## src/rtl/dmac_pkg.sv

```systemverilog
package dmac_pkg;
   typedef enum logic {
      SEL_ADDR = 1'b0,
      SEL_CNT  = 1'b1
   } dmac_sel_e;
endpackage

```

## src/rtl/dmac_prog_port.sv

```systemverilog
module dmac_prog_port
   import dmac_pkg::*;
#(
   parameter int LANES = 2
) (
   input  logic             clk,
   input  logic             rst_n,
   input  logic             wr_en,
   input  logic             wr_cnt_sel,
   output logic [LANES-1:0] addr_lane_we,
   output logic [LANES-1:0] cnt_lane_we,
   output logic             wr_last
);
   localparam int PTR_W = (LANES > 1) ? $clog2(LANES) : 1;

   dmac_sel_e        sel;
   logic [LANES-1:0] lane_hit;

   assign sel = dmac_sel_e'(wr_cnt_sel);

   generate
      if (LANES > 1) begin : g_ptr
         logic [PTR_W-1:0] ptr_q;
         logic             at_top;

         assign at_top = (ptr_q == PTR_W'(LANES - 1));

         always_ff @(posedge clk or negedge rst_n) begin
            if (!rst_n)
               ptr_q <= '0;
            else if (wr_en)
               ptr_q <= at_top ? '0 : ptr_q + 1'b1;
         end

         for (genvar l = 0; l < LANES; l++) begin : g_lane
            assign lane_hit[l] = wr_en && (ptr_q == PTR_W'(l));
         end
         assign wr_last = wr_en && at_top;
      end else begin : g_noptr
         assign lane_hit = wr_en;
         assign wr_last  = wr_en;
      end
   endgenerate

   assign addr_lane_we = (sel == SEL_ADDR) ? lane_hit : '0;
   assign cnt_lane_we  = (sel == SEL_CNT)  ? lane_hit : '0;
endmodule

```

## src/rtl/dmac_reg_pair.sv

```systemverilog
module dmac_reg_pair #(
   parameter int BUS_W = 8,
   parameter int LANES = 2,
   localparam int W    = BUS_W * LANES
) (
   input  logic             clk,
   input  logic             rst_n,
   input  logic [LANES-1:0] lane_we,
   input  logic [BUS_W-1:0] wr_byte,
   input  logic             step_en,
   input  logic             step_down,
   input  logic             reload,
   output logic [W-1:0]     cur_q
);
   logic [W-1:0] base_q;
   logic [W-1:0] step_val;

   always_comb begin
      if (step_down)
         step_val = cur_q - {{(W-1){1'b0}}, 1'b1};
      else
         step_val = cur_q + {{(W-1){1'b0}}, 1'b1};
   end

   generate
      for (genvar l = 0; l < LANES; l++) begin : g_lane
         always_ff @(posedge clk or negedge rst_n) begin
            if (!rst_n)
               base_q[l*BUS_W +: BUS_W] <= '0;
            else if (lane_we[l])
               base_q[l*BUS_W +: BUS_W] <= wr_byte;
         end

         always_ff @(posedge clk or negedge rst_n) begin
            if (!rst_n)
               cur_q[l*BUS_W +: BUS_W] <= '0;
            else if (lane_we[l])
               cur_q[l*BUS_W +: BUS_W] <= wr_byte;
            else if (reload)
               cur_q[l*BUS_W +: BUS_W] <= base_q[l*BUS_W +: BUS_W];
            else if (step_en)
               cur_q[l*BUS_W +: BUS_W] <= step_val[l*BUS_W +: BUS_W];
         end
      end
   endgenerate
endmodule

```

## src/rtl/dmac_chan_engine.sv

```systemverilog
module dmac_chan_engine #(
   parameter int BUS_W  = 8,
   parameter int ADDR_W = 16,
   parameter int CNT_W  = 16
) (
   input  logic              clk,
   input  logic              rst_n,
   input  logic              wr_en,
   input  logic              wr_cnt_sel,
   input  logic [BUS_W-1:0]  wr_data,
   input  logic              mode_dec,
   input  logic              mode_auto,
   input  logic              xfer,
   output logic [ADDR_W-1:0] cur_addr,
   output logic [CNT_W-1:0]  cur_count,
   output logic              tc,
   output logic              halted
);
   localparam int LANES = ADDR_W / BUS_W;

   generate
      if (BUS_W < 1 || ADDR_W % BUS_W != 0) begin : g_bad_addr
         $error("ADDR_W must be a whole number of BUS_W bytes");
      end
      if (CNT_W != ADDR_W) begin : g_bad_cnt
         $error("CNT_W must equal ADDR_W: one byte pointer serves both");
      end
   endgenerate

   logic [LANES-1:0] addr_we;
   logic [LANES-1:0] cnt_we;
   logic             wr_last;
   logic             accept;
   logic             reload;
   logic             step;
   logic             halted_q;

   dmac_prog_port #(.LANES(LANES)) u_port (
      .clk          (clk),
      .rst_n        (rst_n),
      .wr_en        (wr_en),
      .wr_cnt_sel   (wr_cnt_sel),
      .addr_lane_we (addr_we),
      .cnt_lane_we  (cnt_we),
      .wr_last      (wr_last)
   );

   assign accept = xfer && !wr_en && !halted_q;
   assign tc     = accept && (cur_count == '0);
   assign reload = tc && mode_auto;
   assign step   = accept && !reload;

   dmac_reg_pair #(.BUS_W(BUS_W), .LANES(LANES)) u_addr (
      .clk       (clk),
      .rst_n     (rst_n),
      .lane_we   (addr_we),
      .wr_byte   (wr_data),
      .step_en   (step),
      .step_down (mode_dec),
      .reload    (reload),
      .cur_q     (cur_addr)
   );

   dmac_reg_pair #(.BUS_W(BUS_W), .LANES(LANES)) u_cnt (
      .clk       (clk),
      .rst_n     (rst_n),
      .lane_we   (cnt_we),
      .wr_byte   (wr_data),
      .step_en   (step),
      .step_down (1'b1),
      .reload    (reload),
      .cur_q     (cur_count)
   );

   always_ff @(posedge clk or negedge rst_n) begin
      if (!rst_n)
         halted_q <= 1'b1;
      else if (wr_last)
         halted_q <= 1'b0;
      else if (tc && !mode_auto)
         halted_q <= 1'b1;
   end

   assign halted = halted_q;
endmodule

```

## config.mk

```make
export PLATFORM = sky130hd
export DESIGN_NAME = dmac_chan_engine
export DESIGN_NICKNAME = d
export VERILOG_FILES = /design/src/rtl/dmac_pkg.sv /design/src/rtl/dmac_prog_port.sv /design/src/rtl/dmac_reg_pair.sv /design/src/rtl/dmac_chan_engine.sv
export SDC_FILE = /design/constraint.sdc
export NUM_CORES = 1
export LEC_CHECK = 0
export ABC_AREA = 1
export BUFFER_PORTS_ARGS = -buffer_cell sky130_fd_sc_hd__buf_2
export CAP_MARGIN = 20
export CORE_ASPECT_RATIO = 1.1
export CORE_MARGIN = 3
export CORE_UTILIZATION = 63
export CTS_CLUSTER_DIAMETER = 30
export DETAILED_ROUTE_END_ITERATION = 10
export GPL_TIMING_DRIVEN = 0
export PLACE_DENSITY = 0.92
export SYNTH_ARGS = -nofsm -noshare
export SYNTH_HDL_FRONTEND = slang
export SYNTH_SLANG_ARGS = --single-unit
```

## constraint.sdc

```tcl
create_clock -name clk -period 2.5 [get_ports clk]
set_input_delay 0.25 -clock clk [delete_from_list [all_inputs] [get_ports clk]]
set_output_delay 0.25 -clock clk [all_outputs]
set_load 0.03 [all_outputs]
```

-- Word level (Yosys, flattened, before mapping)
Cells that the tools add are included.
- flip-flop bits (word level): 66
- add/subtract/negate cells: 4
- mux-type cells: 18
- bitwise logic cells: 1
- reduce and logical (&&, ||, !) cells: 18
- operators by type and width (cell ; count):
    $mux W8 ; 12
    $sub A16 B1 Y16 const B ; 2
    $add A16 B1 Y16 const B ; 1
    $logic_not A16 Y1 ; 1
    $mux W16 ; 1
    $reduce_bool A3 Y1 ; 4
    $logic_and A1 B1 Y1 ; 8
    $logic_not A1 Y1 ; 4
    $mux W2 ; 2
    $mux W1 ; 3
    $reduce_bool A2 Y1 ; 1
    $add A1 B1 Y1 const B ; 1
    $not A1 Y1 ; 1

-- Longest topological paths before layout
Gate-level depths: netlist of the first run.
- depth after elaboration: 10
- depth in mapped cells: 11
- mapped depth without buffers: 11

-- By module
From an unflattened synthesis of the first run, not the netlist that was laid out.
- cell total of the unflattened synthesis: 764
- area total of the unflattened synthesis: 5046.1 sq um
- modules (own cells, without submodules) (module ; times used ; cells each ; area each (sq um)):
    dmac_reg_pair at u_addr ; 1 ; 358 ; 2402.3
    dmac_reg_pair at u_cnt ; 1 ; 359 ; 2394.8
    dmac_chan_engine ; 1 ; 34 ; 178.9
    dmac_prog_port ; 1 ; 13 ; 70.1

-- Worst setup path before layout of the first run
No wires, ideal clock.
- path type: reg2reg
- from: reg u_addr.cur_q[3]
- to: reg u_addr.cur_q[12]
- data arrival time: 1.661 ns
- required time: 2.383 ns
- setup slack: 0.723 ns
- cell stages (with the launch flop): 10
- path buffers: 0
- period minus slack after synthesis: 1.777 ns
- path through: dfrtp_1 ha_1 or2_2 and2_1 nand3_1 nand3_1 nand2_1 nand3_1 nand2_1 nand2_1
- word-level cells in the longest chain between the ends: 5
- elaborated cells on any way between the ends: 6
- classes of those cells: 2 x add/sub; 4 x mux
- RTL lines (element ; line ; source):
    from (decl) ; dmac_reg_pair.sv:13 ; output logic [W-1:0] cur_q
    from (signal, indexed assignment) ; dmac_reg_pair.sv:38 ; cur_q[l*BUS_W +: BUS_W] <= wr_byte;
    from (signal, indexed assignment) ; dmac_reg_pair.sv:40 ; cur_q[l*BUS_W +: BUS_W] <= base_q[l*BUS_W +: BUS_W];
    from (signal, indexed assignment) ; dmac_reg_pair.sv:42 ; cur_q[l*BUS_W +: BUS_W] <= step_val[l*BUS_W +: BUS_W];
    $add A16 B1 Y16 or $sub A16 B1 Y16 (tied branches) ; dmac_reg_pair.sv:22, dmac_reg_pair.sv:20 ;
    $mux W16 * ; dmac_reg_pair.sv:19 ; if (step_down)
    $mux W8 * ; dmac_reg_pair.sv:41 ; else if (step_en)
    $mux W8 * ; dmac_reg_pair.sv:39 ; else if (reload)
    $mux W8 * ; dmac_reg_pair.sv:37 ; else if (lane_we[l])
Mark *: on every way between the ends. The rest lies on a longest branch, timed or not. The select of a mux whose other input is x is not followed.
A chain may end at the register's enable or synchronous reset.

-- Worst setup path after layout of the first run
- from: reg u_cnt.cur_q[0]
- to: out tc
- word-level cells in the longest chain between the ends: 2
- RTL lines (element ; line ; source):
    from (decl) ; dmac_reg_pair.sv:13 ;
    from (signal, indexed assignment) ; dmac_reg_pair.sv:38 ;
    from (signal, indexed assignment) ; dmac_reg_pair.sv:40 ;
    from (signal, indexed assignment) ; dmac_reg_pair.sv:42 ;
    $logic_not A16 Y1 ; dmac_chan_engine.sv:49 ; assign tc = accept && (cur_count == '0);
    $logic_and A1 B1 Y1 ; dmac_chan_engine.sv:49 ;
    to (decl) ; dmac_chan_engine.sv:16 ; output logic tc,
No other way between the ends.

==> impl_metrics.ini, run 1 <==
[outcome]
run_status = finished, violations left
violations = hold timing

[timing]
maxSlewHeadroom = 0.4496
worstMarginPinSlew_ns = 0.8256
setup_violations = 0
timing_hold_violations_final = 8
fin_worst_skew_ns = 0.01192
rsz0062_at_grt = no
min_period_ns = 2.261
min_period_over_period = 0.9043
slew_viol_final = 0
max_freq_ghz = 0.4424
timing.final.ws_setup_ns = 0.2394
finalSetupTns_ns = 0
whs_ns = -0.009251

[clocking]
cts_resized = 0
cts_tree = yes
cts_buffer_depth = 2
htree_levels = 3
cts_sinks = 66
cts-buffers-inserted = 9
path_clk_slew_ns = 0.08
postCtsSetupBuffers = 0
cts_hold_buf = 0
insertion_delay_ns = 0.36
cts_root_buffer = clkbuf_8

[placed_design]
io_buffers = 48
dp_hpwl_mm = 8.243
placedInstanceArea_mm2 = 0.004681
gp_congestion = 0.8795
dp_cells = 773
dp_slack_ns = 0.4960

[synth]
synth.avg_cell_area_um2 = 6.742
synth_nets = 674
synth-edff-count = 0
ys_top_cells_by_area = dfrtp_1 38%, nand2_1 21%, inv_1 8.3%, nand3_1 7.0%, nor2_1 5.1%
synth_top_area_frac = 0.3752
yosys_warnings = 0
async_flop_share = 1.000
post-synth-top-count-cell = nand2_1
ys_seq_elements = 66
synth_top_area_cell = dfrtp_1
syn_inst = 643
synthTopCellsByCount = 243 x nand2_1, 96 x inv_1, 65 x dfrtp_1, 61 x nand3_1, 59 x nor2_1
syn_area_mm2 = 0.004335
synth_flop_cell = dfrtp_1
synth-seq-area-share = 0.3812
ys_types = 35

[global_route]
gr-total-overflow = 0
antenna_found_initial = 0
grt_pass1_vias = 4274
grt_pass1_wl_mm = 19.36
grt_max_degree = 67
grt_usage = 0.3085

[finish]
diodes = 0
design_area_mm2 = 0.004923
fin_nets = 733
final_core_util = 0.7423
drive_gt1_frac = 0.1259
fin_cells = 789
fill_cells = 501
layout-area-overhead-vs-synth_pct = 13.56

[setup_path]
worst-setup-path-type = flip-flop to primary output
cp-start-kind = flip-flop
crit_family = buffers and inverters
crit_path_max_fanout = 5
cp.required_ns = 2.25
path_cells = inv_1, ha_1, nand3_2, inv_1, nand2_1, inv_1, nand2_1, inv_1, buf_2
worstSetupEndpointType = primary output
worstPathArrival_ns = 2.01
cp_slowest_cell = dfrtp_1
cpMostUsedCell = inv_1
path_buf_inv = 5
worst_path_largest_cell_delay_ns = 0.42

[route]
top_layer = met4
vias = 4452
wl_met3_um = 916
dr.pass1.iters = 6
drc = 0
drt-initial-drc-count = 446
avgViaCountPerCell = 5.643
wire_per_inst_um = 14.96
wl_mm = 11.81
ant_nets = 0
met2WireLength_mm = 5.739
drt-met1-wl_mm = 4.585

[floorplanning]
dieWidth_um = 85.10
num_io_pins = 49
die_h_um = 93.01
dieArea_mm2 = 0.007914
core.rowCount = 31
initial_utilization = 0.6537
core-area_mm2 = 0.006633

[hold_path]
hp-class = input pin to async pin

[pwr]
ir_worst_vdd_uv = 693.2
p_sw_mw = 2.616
p_seq_frac = 0.304
internal-power_mw = 3.011
combPwrFrac = 0.498
clkPwrFrac = 0.198
switching_share = 0.4649
leakage_nw = 2.894
powerDensity_mw_per_mm2 = 1143
total_power_mw = 5.627

[run]
maxCapViolations = 0
-- kinds of logic after synthesis --
kind of cell	share of synthesized area
buffers and inverters	0.1042
AO/OA/AOI/OAI	0.06436
flip-flops	0.3812
XOR/XNOR	0.03030
adder cells (fa/ha/maj)	0.04791
AND/OR/NAND/NOR	0.3720
-- state kept, by name, indices dropped and copies added (netlist names) --
signal / cells
halted: 1
u_addr.base_q: 16
u_addr.cur_q: 16
u_cnt.base_q: 16
u_cnt.cur_q: 16
u_port.g_ptr.at_top: 1
-- cell type report --
cell class	instances	area [um^2]	share of cell area
multi-input combinational	465	2231	0.4531
sequential	66	1653	0.3357
clock buffer	10	127.6	0.02592
clock inverter	6	115.1	0.02338
timing repair buffer	48	242.7	0.04930
buffer	12	76.32	0.01550
tap	82	102.6	0.02084
inverter	100	375.4	0.07624
-- routing by layer --
metal | vias to the layer above | global-route usage
li1 | 2110 | -
met1 | 2070 | 0.3626
met2 | 216 | 0.5253
met3 | 56 | 0.06256
met4 | 0 | 0.1702
met5 | - | 0
-- layout by cell type, fill, tap and decap left out, types with 3 or more instances in the layout --
| master | instances |
|---|---|
| a21oi_1 | 10 |
| dfrtp_1 | 65 |
| clkbuf_8 | 9 |
| nor2_2 | 5 |
| o21ai_0 | 21 |
| nand3_1 | 61 |
| nand4_1 | 4 |
| xnor2_1 | 6 |
| nand2_1 | 243 |
| nor2_1 | 59 |
| inv_2 | 4 |
| o21ai_1 | 5 |
| bufinv_16 | 3 |
| buf_6 | 3 |
| buf_2 | 51 |
| nor3_1 | 4 |
| inv_1 | 96 |
| ha_1 | 15 |
| o22ai_1 | 3 |
| clkbuf_1 | 3 |
| o21bai_1 | 7 |
| xor2_1 | 9 |
-- power by group through the flow --
stage          Clock [mW]  Sequential, mW  Combinational [mW]
3_5_place_dp            0            1.71                2.73
5_1_grt              1.16            1.75                3.11
2_1_floorplan           0            2.07                1.66
3_3_place_gp            0            1.70                2.64
4_1_cts              1.12            1.70                2.77
6_report             1.11            1.71                2.80
-- final timing paths --
| check | startpoint | end | slack (ns) | cells past startpoint |
|---|---|---|---|---|
| hold reg to reg | u_addr.base_q[11] | u_addr.base_q[11] | 0.48 | 2 |
| hold / removal | rst_n | u_addr.cur_q[13] | -0.009 | 1 |
| min in group clk | wr_en | u_port.g_ptr.at_top | 0.17 | 3 |
| setup / recovery | u_cnt.cur_q[0] | tc | 0.24 | 9 |
| setup reg to reg | u_cnt.cur_q[0] | u_cnt.cur_q[10] | 0.57 | 10 |
| max in group asynchronous | rst_n | u_cnt.base_q[2] | 1.97 | 1 |
Power figures use the tool's default switching activity.
==> run 2: changes to the inputs <==
--- a/config.mk
+++ b/config.mk
@@ -11,10 +11,12 @@
 export CORE_ASPECT_RATIO = 1.1
 export CORE_MARGIN = 3
 export CORE_UTILIZATION = 63
+export CTS_BUF_LIST = sky130_fd_sc_hd__clkbuf_8
 export CTS_CLUSTER_DIAMETER = 30
 export DETAILED_ROUTE_END_ITERATION = 10
 export GPL_TIMING_DRIVEN = 0
-export PLACE_DENSITY = 0.92
+export PLACE_DENSITY = 0.91
 export SYNTH_ARGS = -nofsm -noshare
 export SYNTH_HDL_FRONTEND = slang
+export SYNTH_HIERARCHICAL = 1
 export SYNTH_SLANG_ARGS = --single-unit
==> impl_metrics.ini, run 2 <==
[floorplanning]
num_io_pins = 49
dieArea_mm2 = 0.009121
dieWidth_um = 91.33
core-area_mm2 = 0.007639
initial_utilization = 0.6606
die_h_um = 99.87
core.rowCount = 33

[finish]
layout_commonest_cell = nand2_1
diodes = 0
drive_gt1_frac = 0.1364
final_core_util = 0.7466
final_cell_mix = 275 x nand2_1, 126 x inv_1, 67 x nand3_1, 65 x dfrtp_1, 49 x buf_2
layout-area-overhead-vs-synth_pct = 13.02
fin_nets = 883
fin_cells = 948

[global_route]
antenna_found_initial = 0
grt-busiest-layer = met2
grt_max_degree = 67
grt_pass1_wl_mm = 22.40
use_met3 = 0.04648
use_met1 = 0.3519
grt_pass1_vias = 4897
met2_usage = 0.5544
gr-total-overflow = 0
grt_usage = 0.3014

[route]
vias = 5035
ant_nets = 0
avgViaCountPerCell = 5.311
wl_mm = 13.06
drc = 0
drt-initial-drc-count = 301
wire_per_inst_um = 13.77
dr.pass1.iters = 5

[timing]
rsz0062_at_grt = no
min_period_over_period = 0.8873
worstMarginPinSlew_ns = 0.8249
finalSetupTns_ns = 0
max_freq_ghz = 0.4508
setup_violations = 0
timing_hold_violations_final = 9
timing.final.ws_setup_ns = 0.2818
fin_worst_skew_ns = 0.007923
maxSlewHeadroom = 0.4500
min_period_ns = 2.218
whs_ns = -0.01680
slew_viol_final = 0

[synth]
post-synth-top-count-cell = nand2_1
synth_flop_cell = dfrtp_1
synth-edff-count = 0
synth_top_area_frac = 0.3223
async_flop_share = 1.000
synthTopCellsByCount = 275 x nand2_1, 126 x inv_1, 67 x nand3_1, 65 x dfrtp_1, 44 x nor2_1
syn_inst = 764
synth_top_area_cell = dfrtp_1
yosys_warnings = 6
ys_types = 37
synth-seq-area-share = 0.3275
synth_compound_area_frac = 0.08455
ys_seq_elements = 66
yosys.area_share.xor_xnor = 0.02232
synth_mux_area_frac = 0
syn_area_mm2 = 0.005046
ys_top_cells_by_area = dfrtp_1 32%, nand2_1 20%, inv_1 9.4%, ha_1 6.9%, nand3_1 6.6%
synth.avg_cell_area_um2 = 6.605
synthAdderAreaFrac = 0.07736
synth_top_family_by_area = simple AND/OR/NAND/NOR gates
synthSimpleGateAreaFrac = 0.3699

[placed_design]
dp_slack_ns = 0.3720
io_buffers = 48
gp_congestion = 0.9318
dp_hpwl_mm = 9.937
dp_cells = 932

[outcome]
run_status = finished, violations left
violations = hold timing

[setup_path]
worstPathArrival_ns = 2.45
reg2reg_slack_ns = 0.28
crit_path_max_fanout = 10
worstSetupEndpointType = flip-flop
cp.required_ns = 2.73
cp-start-kind = flip-flop
worst-setup-path-type = flip-flop to flip-flop

[clocking]
cts_sinks = 66
cts_tree = yes
postCtsSetupBuffers = 0
insertion_delay_ns = 0.35
cts-buffers-inserted = 9
path_clk_slew_ns = 0.08
cts_hold_buf = 0
cts_buffer_depth = 2
cts_root_buffer = clkbuf_8
cts_resized = 0
htree_levels = 3

[run]
maxCapViolations = 0

[pwr]
powerDensity_mw_per_mm2 = 1189
ir_worst_vdd_uv = 636.9
leakage_nw = 3.372

[hold_path]
hp-class = input pin to async pin
-- run 2: cell count changes in the layout (fill, tap and decap cells not counted), moves of 10 or more --
cell	change
nand2_1	+32
a21oi_1	+25
nor2_1	-15
nand2_2	+10
ha_1	+13
conb_1	+16
o21ai_0	+10
inv_1	+30
-- run 2: cells by family (layout without fill, tap and decap cells) --
logic type      count (synthesis)  in the layout
xor+xnor                       12             12
compound gates                 79             79
flops                          66             66
simple gates                  427            427
buf+inv                       149            213
fa+ha+maj                      30             30
other cells                     1             16
-- run 2: path summary, 6_finish.rpt --
path	startpoint	to	depth (start not counted)
worst max-delay path	u_cnt/cur_q[0]	u_cnt/cur_q[1]	10
worst min-delay path	rst_n	u_cnt/cur_q[12]	1
worst max register to register	u_cnt/cur_q[0]	u_cnt/cur_q[1]	10
worst min register to register	u_addr/base_q[0]	u_addr/base_q[0]	2
max in group asynchronous	rst_n	u_cnt/cur_q[8]	1
min in group clk	wr_data[0]	u_cnt/base_q[0]	3
-- run 2: critical path: stages (launching register included) --
cell	delay [ns]
dfrtp_1	0.48
nor2_1	0.12
nand2_1	0.08
nor2_2	0.16
nand3_2	0.14
nor2_4	0.13
buf_4	0.22
nor2_8	0.08
nor2_2	0.24
inv_1	0.14
o311ai_1	0.31
-- run 2: metrics by stage --
step | power (mW) | area, um^2
after floorplan | 4.733 | 5102
after global placement | 5.543 | 5474
after detailed placement | 5.697 | 5477
after CTS | 6.749 | 5703
after global routing | 7.373 | 5703
final | 6.782 | 5703
-- run 2: power breakdown --
part	leakage (nW)	switching (mW)	internal [mW]	total, mW
sequential	0.813	0.360	1.44	1.80
clock	0.109	0.432	0.590	1.02
combinational	2.45	2.59	1.37	3.96
-- run 2: final cells by class --
type | count | area (um^2)
buffer | 12 | 78.83
clock buffer | 10 | 137.6
clock inverter | 6 | 88.84
fill | 574 | 1936
inverter | 137 | 514.2
multi-input combinational | 564 | 2856
sequential | 66 | 1653
tap | 105 | 131.4
timing repair buffer | 48 | 242.7
-- run 2: layer usage --
layer  up-vias  wire length, um
li1       2511                -
met1      2307             5135
met2       178             6743
met3        39              736
met4         0              441
met5         -                0
==> run 3: changes to the inputs <==
--- a/config.mk
+++ b/config.mk
@@ -15,6 +15,7 @@
 export CTS_CLUSTER_DIAMETER = 30
 export DETAILED_ROUTE_END_ITERATION = 10
 export GPL_TIMING_DRIVEN = 0
+export HOLD_SLACK_MARGIN = 0.06
 export PLACE_DENSITY = 0.91
 export SYNTH_ARGS = -nofsm -noshare
 export SYNTH_HDL_FRONTEND = slang
==> impl_metrics.ini, run 3 (same netlist as run 2, synthesis figures left out) <==
[clocking]
postCtsSetupBuffers = 0
cts_hold_buf = 1
cts-buffers-inserted = 9
insertion_delay_ns = 0.35
cts_tree = yes
cts_root_buffer = clkbuf_8
cts_resized = 0
cts_sinks = 66
path_clk_slew_ns = 0.08
htree_levels = 3
cts_buffer_depth = 2

[setup_path]
cp-start-kind = flip-flop
path_cells = nor2_1, nand2_1, nor2_2, nand3_2, nor2_4, buf_4, nor2_8, nor2_2, inv_1, o311ai_1
crit_family = simple AND/OR/NAND/NOR gates
reg2reg_from = u_cnt/cur_q[0]
ff2ff_path_depth = 10
path_buf_inv = 2
cp.required_ns = 2.73
worst_path_largest_cell_delay_ns = 0.48
cp_num_cells = 10
worstPathArrival_ns = 2.46
cpMostUsedCell = nor2_2
crit_start = u_cnt/cur_q[0]
regToRegEndpoint = u_cnt/cur_q[1]
reg2reg_slack_ns = 0.27
cp_slowest_cell = dfrtp_1
worst-setup-path-type = flip-flop to flip-flop
crit_path_max_fanout = 10
critPathCapture = u_cnt/cur_q[1]
worstSetupEndpointType = flip-flop

[route]
drc = 0
wire_per_inst_um = 13.87
ant_nets = 0
vias = 5045
dr.pass1.iters = 8
avgViaCountPerCell = 5.311
wl_mm = 13.18
drt-initial-drc-count = 231

[hold_path]
hp-start = wr_data[0]
hp-class = input pin to flip-flop

[floorplanning]
dieWidth_um = 91.33
initial_utilization = 0.6606
core-area_mm2 = 0.007639
die_h_um = 99.87
core.rowCount = 33
num_io_pins = 49
dieArea_mm2 = 0.009121

[finish]
fin_nets = 884
drive_gt1_frac = 0.1363
fill_cells = 572
layout_commonest_cell = nand2_1
final_cell_mix = 275 x nand2_1, 126 x inv_1, 67 x nand3_1, 65 x dfrtp_1, 49 x buf_2
layout-area-overhead-vs-synth_pct = 13.27

[timing]
whs_ns = 0.2169
min_period_over_period = 0.8913
setup_violations = 0
fin_worst_skew_ns = 0.006968
rsz0062_at_grt = no
worstMarginPinSlew_ns = 0.8248
max_freq_ghz = 0.4488
maxSlewHeadroom = 0.4501
timing_hold_violations_final = 0
finalSetupTns_ns = 0
slew_viol_final = 0
min_period_ns = 2.228

[global_route]
grt_usage = 0.3017
grt_pass1_vias = 4903
gr-total-overflow = 0
antenna_found_initial = 0
grt_pass1_wl_mm = 22.42
grt_max_degree = 67

[placed_design]
dp_hpwl_mm = 9.937
gp_congestion = 0.9318
io_buffers = 48

[pwr]
ir_worst_vdd_uv = 638.4
leakage_nw = 3.376
powerDensity_mw_per_mm2 = 1187

[run]
maxCapViolations = 0

[outcome]
run_status = finished clean
## run 3: how the worst min path moves through the flow
stage / endpoint / cells past startpoint
CTS: u_cnt/base_q[0] / 3
finish: u_cnt/base_q[0] / 3
detailed placement: u_cnt/cur_q[13] / 1
floorplan: u_addr/base_q[0] / 0
global route: u_cnt/base_q[0] / 3
global placement: u_addr/base_q[0] / 2
## run 3: report_power, final
group          internal, mW  leakage [nW]  total (mW)  switching [mW]
combinational          1.37          2.45        3.96            2.59
sequential             1.44         0.813        1.80           0.359
clock                 0.590         0.109        1.02           0.429
total                  3.41          3.38        6.78            3.38
## run 3: worst register-to-register path, delay by kind of cell, from the launching register on
family          cells  cell delay (ns)
compound gates      1             0.31
buf+inv             2             0.36
flops               1             0.48
simple gates        7             0.97
## run 3: final cells by class
type / count / area, um^2 / share of cell area
Tap cell: 105 / 131.4 / 0.02299
Buffer: 12 / 78.83 / 0.01379
Sequential cell: 66 / 1653 / 0.2892
Inverter: 137 / 514.2 / 0.08997
Timing Repair Buffer: 49 / 252.7 / 0.04422
Antenna cell: 1 / 2.502 / 0.0004378
Multi-Input combinational cell: 564 / 2856 / 0.4998
Clock inverter: 6 / 88.84 / 0.01554
Clock buffer: 10 / 137.6 / 0.02408
## run 3: per-layer routing
metal  global-route usage  up-vias  wire length [um]
li1                     -     2518                 -
met1               0.3519     2308              5205
met2               0.5555      187              6807
met3              0.04648       32               751
met4               0.1195        0               412
met5                    0        -                 0
## run 3: per-stage QoR
stage          cell area, um^2  power, mW  setup slack (ns)  instances    util
2_1_floorplan             5102      4.733            0.5687        779       -
3_3_place_gp              5474      5.543            0.4851        932  0.7166
3_5_place_dp              5477      5.697            0.3720        932  0.7170
4_1_cts                   5713      6.751            0.3339        949  0.7479
5_1_grt                   5713      7.375            0.1483        949  0.7479
6_report                  5715      6.782            0.2719        950  0.7482
